===== src/rtl/sr_pkg.sv =====
package sr_pkg;
    localparam int PORTS    = 8;
    localparam int DATA_W   = 16;
    localparam int ADDR_W   = $clog2(PORTS);
    localparam int LVLS     = ADDR_W;
    localparam int SORT_STG = LVLS * (LVLS + 1) / 2;
    localparam int KEY_W    = ADDR_W + 1;

    typedef struct packed {
        logic              idle;
        logic [ADDR_W-1:0] dst;
        logic [DATA_W-1:0] data;
    } cell_t;

    localparam cell_t EMPTY_CELL = '{idle: 1'b1, dst: '0, data: '0};

    typedef struct packed {
        logic                   pend;
        logic                   rdy;
        cell_t [PORTS-1:0]      cin;
        cell_t [PORTS-1:0]      cout;
    } fab_state_t;

    // inverse perfect shuffle on ADDR_W bits
    function automatic int unsigned rotr(input int unsigned q);
        return ((q >> 1) | ((q & 1) << (ADDR_W - 1))) & (PORTS - 1);
    endfunction
endpackage


===== src/rtl/sr_cmpx.sv =====
module sr_cmpx
    import sr_pkg::*;
#(
    parameter bit DESC = 1'b0
) (
    input  cell_t a_i,
    input  cell_t b_i,
    output cell_t lo_o,
    output cell_t hi_o
);
    logic [KEY_W-1:0] ka, kb;
    logic             swap;

    always_comb begin
        ka   = {a_i.idle, a_i.dst};
        kb   = {b_i.idle, b_i.dst};
        swap = DESC ? (ka < kb) : (ka > kb);
        lo_o = swap ? b_i : a_i;
        hi_o = swap ? a_i : b_i;
    end
endmodule


===== src/rtl/sr_sorter.sv =====
module sr_sorter
    import sr_pkg::*;
(
    input  logic  clk,
    input  logic  rst_n,
    input  cell_t cells_i [PORTS],
    output cell_t cells_o [PORTS]
);
    cell_t st [SORT_STG+1][PORTS];

    for (genvar p = 0; p < PORTS; p++) begin : g_in
        assign st[0][p] = cells_i[p];
        assign cells_o[p] = st[SORT_STG][p];
    end

    // merge level kk builds bitonic runs of length 2^kk; sub-step jj halves the span
    for (genvar kk = 1; kk <= LVLS; kk++) begin : g_lvl
        for (genvar jb = 0; jb < kk; jb++) begin : g_sub
            localparam int JJ  = kk - 1 - jb;
            localparam int STG = kk * (kk - 1) / 2 + jb;
            for (genvar i = 0; i < PORTS; i++) begin : g_el
                if (((i >> JJ) & 1) == 0) begin : g_pair
                    sr_cmpx #(.DESC(((i >> kk) & 1) == 1)) cmpx_i (
                        .a_i  (st[STG][i]),
                        .b_i  (st[STG][i + (1 << JJ)]),
                        .lo_o (st[STG+1][i]),
                        .hi_o (st[STG+1][i + (1 << JJ)])
                    );
                end
            end
        end
    end

    for (genvar p = 0; p < PORTS - 1; p++) begin : g_chk

        sort_order_chk: assert property (@(posedge clk) disable iff (!rst_n)
            {cells_o[p].idle, cells_o[p].dst} <= {cells_o[p+1].idle, cells_o[p+1].dst});
    end
endmodule


===== src/rtl/sr_bswitch.sv =====
module sr_bswitch
    import sr_pkg::*;
#(
    parameter int BIT = 0
) (
    input  logic  clk,
    input  logic  rst_n,
    input  cell_t a_i,
    input  cell_t b_i,
    output cell_t up_o,
    output cell_t dn_o
);
    logic a_dn, b_dn;

    always_comb begin
        a_dn = a_i.dst[BIT];
        b_dn = b_i.dst[BIT];
        up_o = EMPTY_CELL;
        dn_o = EMPTY_CELL;
        if (!b_i.idle) begin
            if (b_dn) dn_o = b_i;
            else      up_o = b_i;
        end
        if (!a_i.idle) begin
            if (a_dn) dn_o = a_i;
            else      up_o = a_i;
        end
    end


    no_clash_chk: assert property (@(posedge clk) disable iff (!rst_n)
        !(!a_i.idle && !b_i.idle && (a_dn == b_dn)));
endmodule


===== src/rtl/sr_banyan.sv =====
module sr_banyan
    import sr_pkg::*;
(
    input  logic  clk,
    input  logic  rst_n,
    input  cell_t cells_i [PORTS],
    output cell_t cells_o [PORTS]
);
    cell_t bn [LVLS+1][PORTS];

    for (genvar p = 0; p < PORTS; p++) begin : g_io
        assign bn[0][p]   = cells_i[p];
        assign cells_o[p] = bn[LVLS][p];
    end

    // each stage: shuffle, then exchange on one destination bit, most significant first
    for (genvar s = 0; s < LVLS; s++) begin : g_stg
        for (genvar k = 0; k < PORTS / 2; k++) begin : g_sw
            sr_bswitch #(.BIT(LVLS - 1 - s)) sw_i (
                .clk  (clk),
                .rst_n(rst_n),
                .a_i  (bn[s][rotr(2 * k)]),
                .b_i  (bn[s][rotr(2 * k + 1)]),
                .up_o (bn[s+1][2 * k]),
                .dn_o (bn[s+1][2 * k + 1])
            );
        end
    end
endmodule


===== src/rtl/sortroute_fabric.sv =====
module sortroute_fabric
    import sr_pkg::*;
(
    input  logic                      clk,
    input  logic                      rst_n,
    input  logic                      slot_go,
    input  logic [PORTS-1:0]          in_vld,
    input  logic [PORTS*ADDR_W-1:0]   in_dst,
    input  logic [PORTS*DATA_W-1:0]   in_data,
    output logic [PORTS-1:0]          out_vld,
    output logic [PORTS*DATA_W-1:0]   out_data,
    output logic                      out_rdy
);
    fab_state_t st_d, st_q;
    cell_t      sort_in  [PORTS];
    cell_t      sorted   [PORTS];
    cell_t      routed   [PORTS];
    logic [PORTS-1:0] cin_act;

    for (genvar p = 0; p < PORTS; p++) begin : g_map
        assign sort_in[p] = st_q.cin[p];
        assign cin_act[p] = ~st_q.cin[p].idle;
        assign out_vld[p] = ~st_q.cout[p].idle;
        assign out_data[p*DATA_W +: DATA_W] = st_q.cout[p].data;
    end
    assign out_rdy = st_q.rdy;

    sr_sorter sorter_i (
        .clk    (clk),
        .rst_n  (rst_n),
        .cells_i(sort_in),
        .cells_o(sorted)
    );

    sr_banyan banyan_i (
        .clk    (clk),
        .rst_n  (rst_n),
        .cells_i(sorted),
        .cells_o(routed)
    );

    always_comb begin
        st_d     = st_q;
        st_d.rdy = 1'b0;
        if (st_q.pend) begin
            for (int p = 0; p < PORTS; p++) st_d.cout[p] = routed[p];
            st_d.rdy = 1'b1;
        end
        st_d.pend = slot_go;
        if (slot_go) begin
            for (int i = 0; i < PORTS; i++) begin
                st_d.cin[i].idle = ~in_vld[i];
                st_d.cin[i].dst  = in_dst[i*ADDR_W +: ADDR_W];
                st_d.cin[i].data = in_data[i*DATA_W +: DATA_W];
            end
        end
    end

    always_ff @(posedge clk or negedge rst_n) begin
        if (!rst_n) begin
            st_q.pend <= 1'b0;
            st_q.rdy  <= 1'b0;
            for (int p = 0; p < PORTS; p++) begin
                st_q.cin[p]  <= EMPTY_CELL;
                st_q.cout[p] <= EMPTY_CELL;
            end
        end else begin
            st_q <= st_d;
        end
    end


    rdy_follow_chk: assert property (@(posedge clk) disable iff (!rst_n)
        slot_go |=> ##1 out_rdy);

    count_keep_chk: assert property (@(posedge clk) disable iff (!rst_n)
        st_q.pend |=> $countones(out_vld) == $past($countones(cin_act)));

    hold_chk: assert property (@(posedge clk) disable iff (!rst_n)
        !st_q.pend |=> $stable(out_vld) && $stable(out_data));
    for (genvar p = 0; p < PORTS; p++) begin : g_dchk

        route_dst_chk: assert property (@(posedge clk) disable iff (!rst_n)
            !st_q.cout[p].idle |-> st_q.cout[p].dst == ADDR_W'(p));
    end
endmodule


===== config.mk =====
export PLATFORM = sky130hd
export DESIGN_NAME = sortroute_fabric
export DESIGN_NICKNAME = d
export VERILOG_FILES = /design/src/rtl/sr_pkg.sv /design/src/rtl/sr_cmpx.sv /design/src/rtl/sr_sorter.sv /design/src/rtl/sr_bswitch.sv /design/src/rtl/sr_banyan.sv /design/src/rtl/sortroute_fabric.sv
export SDC_FILE = /design/constraint.sdc
export NUM_CORES = 1
export LEC_CHECK = 0
export ABC_CLOCK_PERIOD_IN_PS = 25400
export BUFFER_PORTS_ARGS = -buffer_cell sky130_fd_sc_hd__buf_2
export CAP_MARGIN = 20
export CORE_MARGIN = 8
export CORE_UTILIZATION = 50
export DETAILED_ROUTE_END_ITERATION = 7
export PLACE_DENSITY_LB_ADDON = 0.05
export SLEW_MARGIN = 10
export SYNTH_ARGS = -nofsm -noshare
export SYNTH_HDL_FRONTEND = slang
export SYNTH_SLANG_ARGS = --single-unit

===== constraint.sdc =====
create_clock -name clk -period 25.4 [get_ports clk]
set_input_delay 0 -clock clk [delete_from_list [all_inputs] [get_ports clk]]
set_output_delay 0 -clock clk [all_outputs]
set_load 0.02 [all_outputs]

==> reports/summary.md <==
Status
• complete, but fails checks — run status
• hold timing — violated checks

Route
• 0 — post-route antenna net violation count
• 3099 — detailed router's first-iteration violation count
• 0 — Residual DRC
• 31000 — total via count in the routed design
• 29.3 µm — Routed wire per std cell
• 133000 µm — total detailed-routing wirelength
• 6.84 — DR vias/cell
• 6 — number of detailed-route iterations in the first pass

Timing
• 0 — Setup violations, final
• no — unrepaired setup endpoints after global routing
• 59.9% — portion of the clock cycle consumed by the worst path in the final layout
• 0 — count of final max-slew check failures
• 0 ns — Final TNS setup
• 0.0284 ns — Fin Clk Skew
• 15.21 ns — final worst path period need
• 7 — Final Hold Vio Count
• 1.45 ns — transition time at the pin with the least slew margin
• 0.0657 GHz — highest achievable clock rate
• 2.61% — Slew HR
• -0.0183 ns — worst slack on hold paths

Yosys
• 0 — Post-synth EDFFs
• 0 — Yosys warnings
• 104 — Yosys cell types
• 31200 µm² — netlist area before placement
• 3744 — syn_nets
• 100% — share of synthesized registers carrying an async set or reset
• 298 — register bit count reported by yosys
• 8.95 µm² — synthesized area per cell
• 3483 — cells after synthesis
• sky130_fd_sc_hd__dfrtp_1 — top flip-flop cell by instance count after synthesis
• 24.0% — register area share after synthesis

Critical path
• flip-flop — CP Launch Type
• 10.19 ns — flop-to-flop setup slack
• 15.69 ns — WP data arrival
• 0.90 ns — highest cell delay on the worst timing path
• 25.87 ns — CP Data Required Time
• flip-flop to flip-flop — type of the worst setup path
• sort_in[99] — beginning of the worst register-to-register path
• flip-flop — Setup crit end kind
• sky130_fd_sc_hd__ha_1 — Most common cell on crit path
• out_data[102] — Reg2Reg Capture Point
• 44 — maximum fanout encountered on the critical timing path
• 44 — Reg2Reg Depth
• sky130_fd_sc_hd__nand2_1 — Worst path slowest cell

Floorplan
• 61700 µm² — Core Area
• 266 µm — Chip Width
• 50.5% — Initial Utilization
• 300 — Ports
• 70600 µm² — DIE AREA
• 91 — Core Rows
• 266 µm — die height

Layout
• 13.1% — layout-stage area growth over the synthesis result
• 4532 — non-filler instance count after layout
• 22.0% — layout cells sized above 1
• 3927 — NumNets Final

Placement
• 102000 µm — estimated wirelength of the detail-placed design
• 299 — count of port buffers added during placement
• 1.13 — weighted congestion at the end of routability-driven global placement
• 4293 — placed cell count

Worst hold path
• input port to async pin — worst hold path class

Clock network
• 34 — total clock buffers created by CTS
• 0 — post_cts resized
• 2 — # H-tree levels
• 0.06 ns — clk slew on worst S/H paths
• 3 — CTS Buffer Depth
• 0 — post-CTS setup buffer count
• 298 — clock tree sinks
• 0.58 ns — insertion delay to the later sink of the worst-skew pair
• sky130_fd_sc_hd__clkbuf_16 — root buffer cell
• yes — clock tree from TritonCTS

Global route
• 198000 µm — first-pass GRT wire length
• 36.2% — global-route usage over all layers
• 30900 — number of global-route vias before repair
• 6 — initial antenna violation count
• 0 — overflow left after global routing
• 94 — pin count of the biggest net entering global routing

Run
• 0 — number of violations of the max-capacitance limit

-- logic make-up (layout without fill, tap and decap cells) --
kind of cell             after synthesis  in the layout  share of synthesized area (%)
AO/OA/AOI/OAI                       1099           1099                           26.0
adder cells (fa/ha/maj)               99             99                           3.97
buffers and inverters                506            713                           7.91
flip-flops                           298            298                           24.0
multiplexers                         860            860                           28.8
other                                  0              5                              0
AND/OR/NAND/NOR                      621            621                           9.32
-- routing by layer --
| metal | track usage (%) | share of wire, % | vias up |
|---|---|---|---|
| met5 | 0 | 0.025 | - |
| met3 | 8.52 | 8.7 | 376 |
| li1 | - | - | 13600 |
| met4 | 15.7 | 4.9 | 4 |
| met1 | 43.7 | 39 | 15400 |
| met2 | 61.5 | 48 | 1567 |
-- synth_stat cells, drive strengths merged (18+ instances only) --
| library cell | n | area share, % |
|---|---|---|
| o21a | 28 | 0.67 |
| o21ai | 186 | 3.1 |
| a31oi | 40 | 0.91 |
| a21o | 35 | 0.84 |
| nand3 | 27 | 0.43 |
| mux2 | 279 | 10 |
| a22oi | 116 | 2.8 |
| a211oi | 35 | 0.96 |
| o31ai | 32 | 0.89 |
| a21oi | 117 | 1.9 |
| nand2 | 168 | 2.0 |
| o31a | 19 | 0.53 |
| a311oi | 20 | 0.58 |
| o32ai | 28 | 0.85 |
| nor2 | 230 | 2.8 |
| a221oi | 57 | 1.6 |
| and2 | 31 | 0.62 |
| mux2i | 581 | 19 |
| dfrtp | 282 | 23 |
| or3 | 22 | 0.46 |
| nor3 | 37 | 0.75 |
| buf | 221 | 4.5 |
| o211ai | 88 | 2.2 |
| a41oi | 37 | 1.1 |
| nand2b | 39 | 0.78 |
| ha | 98 | 3.9 |
| o22ai | 91 | 1.8 |
| nor2b | 18 | 0.36 |
| clkbuf | 178 | 2.1 |
| inv | 105 | 1.3 |
-- worst max path at each step --
stage | to | slack [ns] | from | cells past startpoint
after floorplan | out_data[109] | 12.90 | sort_in[139] | 53
after global placement | out_data[24] | 11.04 | sort_in[99] | 47
after detailed placement | out_data[63] | 10.68 | sort_in[99] | 48
after CTS | out_data[63] | 10.66 | sort_in[99] | 48
after global routing | out_data[66] | 9.60 | sort_in[119] | 45
final | out_data[102] | 10.19 | sort_in[99] | 44
-- layout by cell type (no fill, tap or decap), types with 19 or more instances in the layout --
cell type,n
sky130_fd_sc_hd__o22ai_1,90
sky130_fd_sc_hd__or3_1,21
sky130_fd_sc_hd__inv_1,102
sky130_fd_sc_hd__nor3_1,30
sky130_fd_sc_hd__o31a_1,19
sky130_fd_sc_hd__nand2b_1,39
sky130_fd_sc_hd__nand2_1,168
sky130_fd_sc_hd__o211ai_1,84
sky130_fd_sc_hd__a22oi_1,116
sky130_fd_sc_hd__a221oi_1,56
sky130_fd_sc_hd__and2_1,30
sky130_fd_sc_hd__o21ai_1,37
sky130_fd_sc_hd__mux2_2,272
sky130_fd_sc_hd__o21ai_0,137
sky130_fd_sc_hd__dfrtp_1,281
sky130_fd_sc_hd__a211oi_1,31
sky130_fd_sc_hd__a41oi_1,29
sky130_fd_sc_hd__mux2i_1,577
sky130_fd_sc_hd__clkbuf_16,34
sky130_fd_sc_hd__o32ai_1,27
sky130_fd_sc_hd__a21o_1,35
sky130_fd_sc_hd__nor2_1,225
sky130_fd_sc_hd__a21oi_1,115
sky130_fd_sc_hd__o21a_1,28
sky130_fd_sc_hd__o31ai_1,28
sky130_fd_sc_hd__buf_4,72
sky130_fd_sc_hd__ha_1,98
sky130_fd_sc_hd__nand3_1,27
sky130_fd_sc_hd__a311oi_1,19
sky130_fd_sc_hd__a31oi_1,33
sky130_fd_sc_hd__dlygate4sd3_1,173
sky130_fd_sc_hd__buf_2,299
-- area by class of cell --
| type | count | area [µm²] |
|---|---|---|
| Fill cell | 5462 | 26500 |
| Clock inverter | 13 | 139 |
| Antenna cell | 5 | 12.5 |
| Sequential cell | 298 | 7480 |
| Clock buffer | 47 | 1000 |
| Tap cell | 837 | 1050 |
| Inverter | 107 | 402 |
| Timing Repair Buffer | 546 | 3790 |
| Multi-Input combinational cell | 2679 | 21400 |
-- sequential cells by signal, indices dropped and copies added (netlist names) --
signal	flops
st_q	9
out_rdy	1
out_data	128
sort_in	160
-- critical path, delay by kind of cell (launching register included) --
family	cells	cell delay, ns
buffers and inverters	5	1.56
flip-flops	1	0.54
AO/OA/AOI/OAI	19	6.29
adder cells (fa/ha/maj)	6	2.26
AND/OR/NAND/NOR	12	3.60
multiplexers	2	0.82
-- through the flow --
step	util (%)	hold slack, ns	cell area, µm²	setup WS [ns]
after detailed placement	52.4	0.0163	32400	10.68
final	57.1	-0.0183	35300	10.19
after global routing	57.1	0.0480	35200	9.60
after CTS	57.1	0.0137	35200	10.66
after global placement	52.4	0.0136	32300	11.04
after floorplan	-	-0.296	31200	12.90
-- timing repair --
action / 4_1_cts / 5_1_grt
hold endpoints to repair: 242 / 0
setup endpoints to repair: 0 / 0
hold buffers: 173 / 0
Power is left out: the tool's default activity adds up to more than one toggle a clock period on the data nets, which glitch-free logic cannot reach.
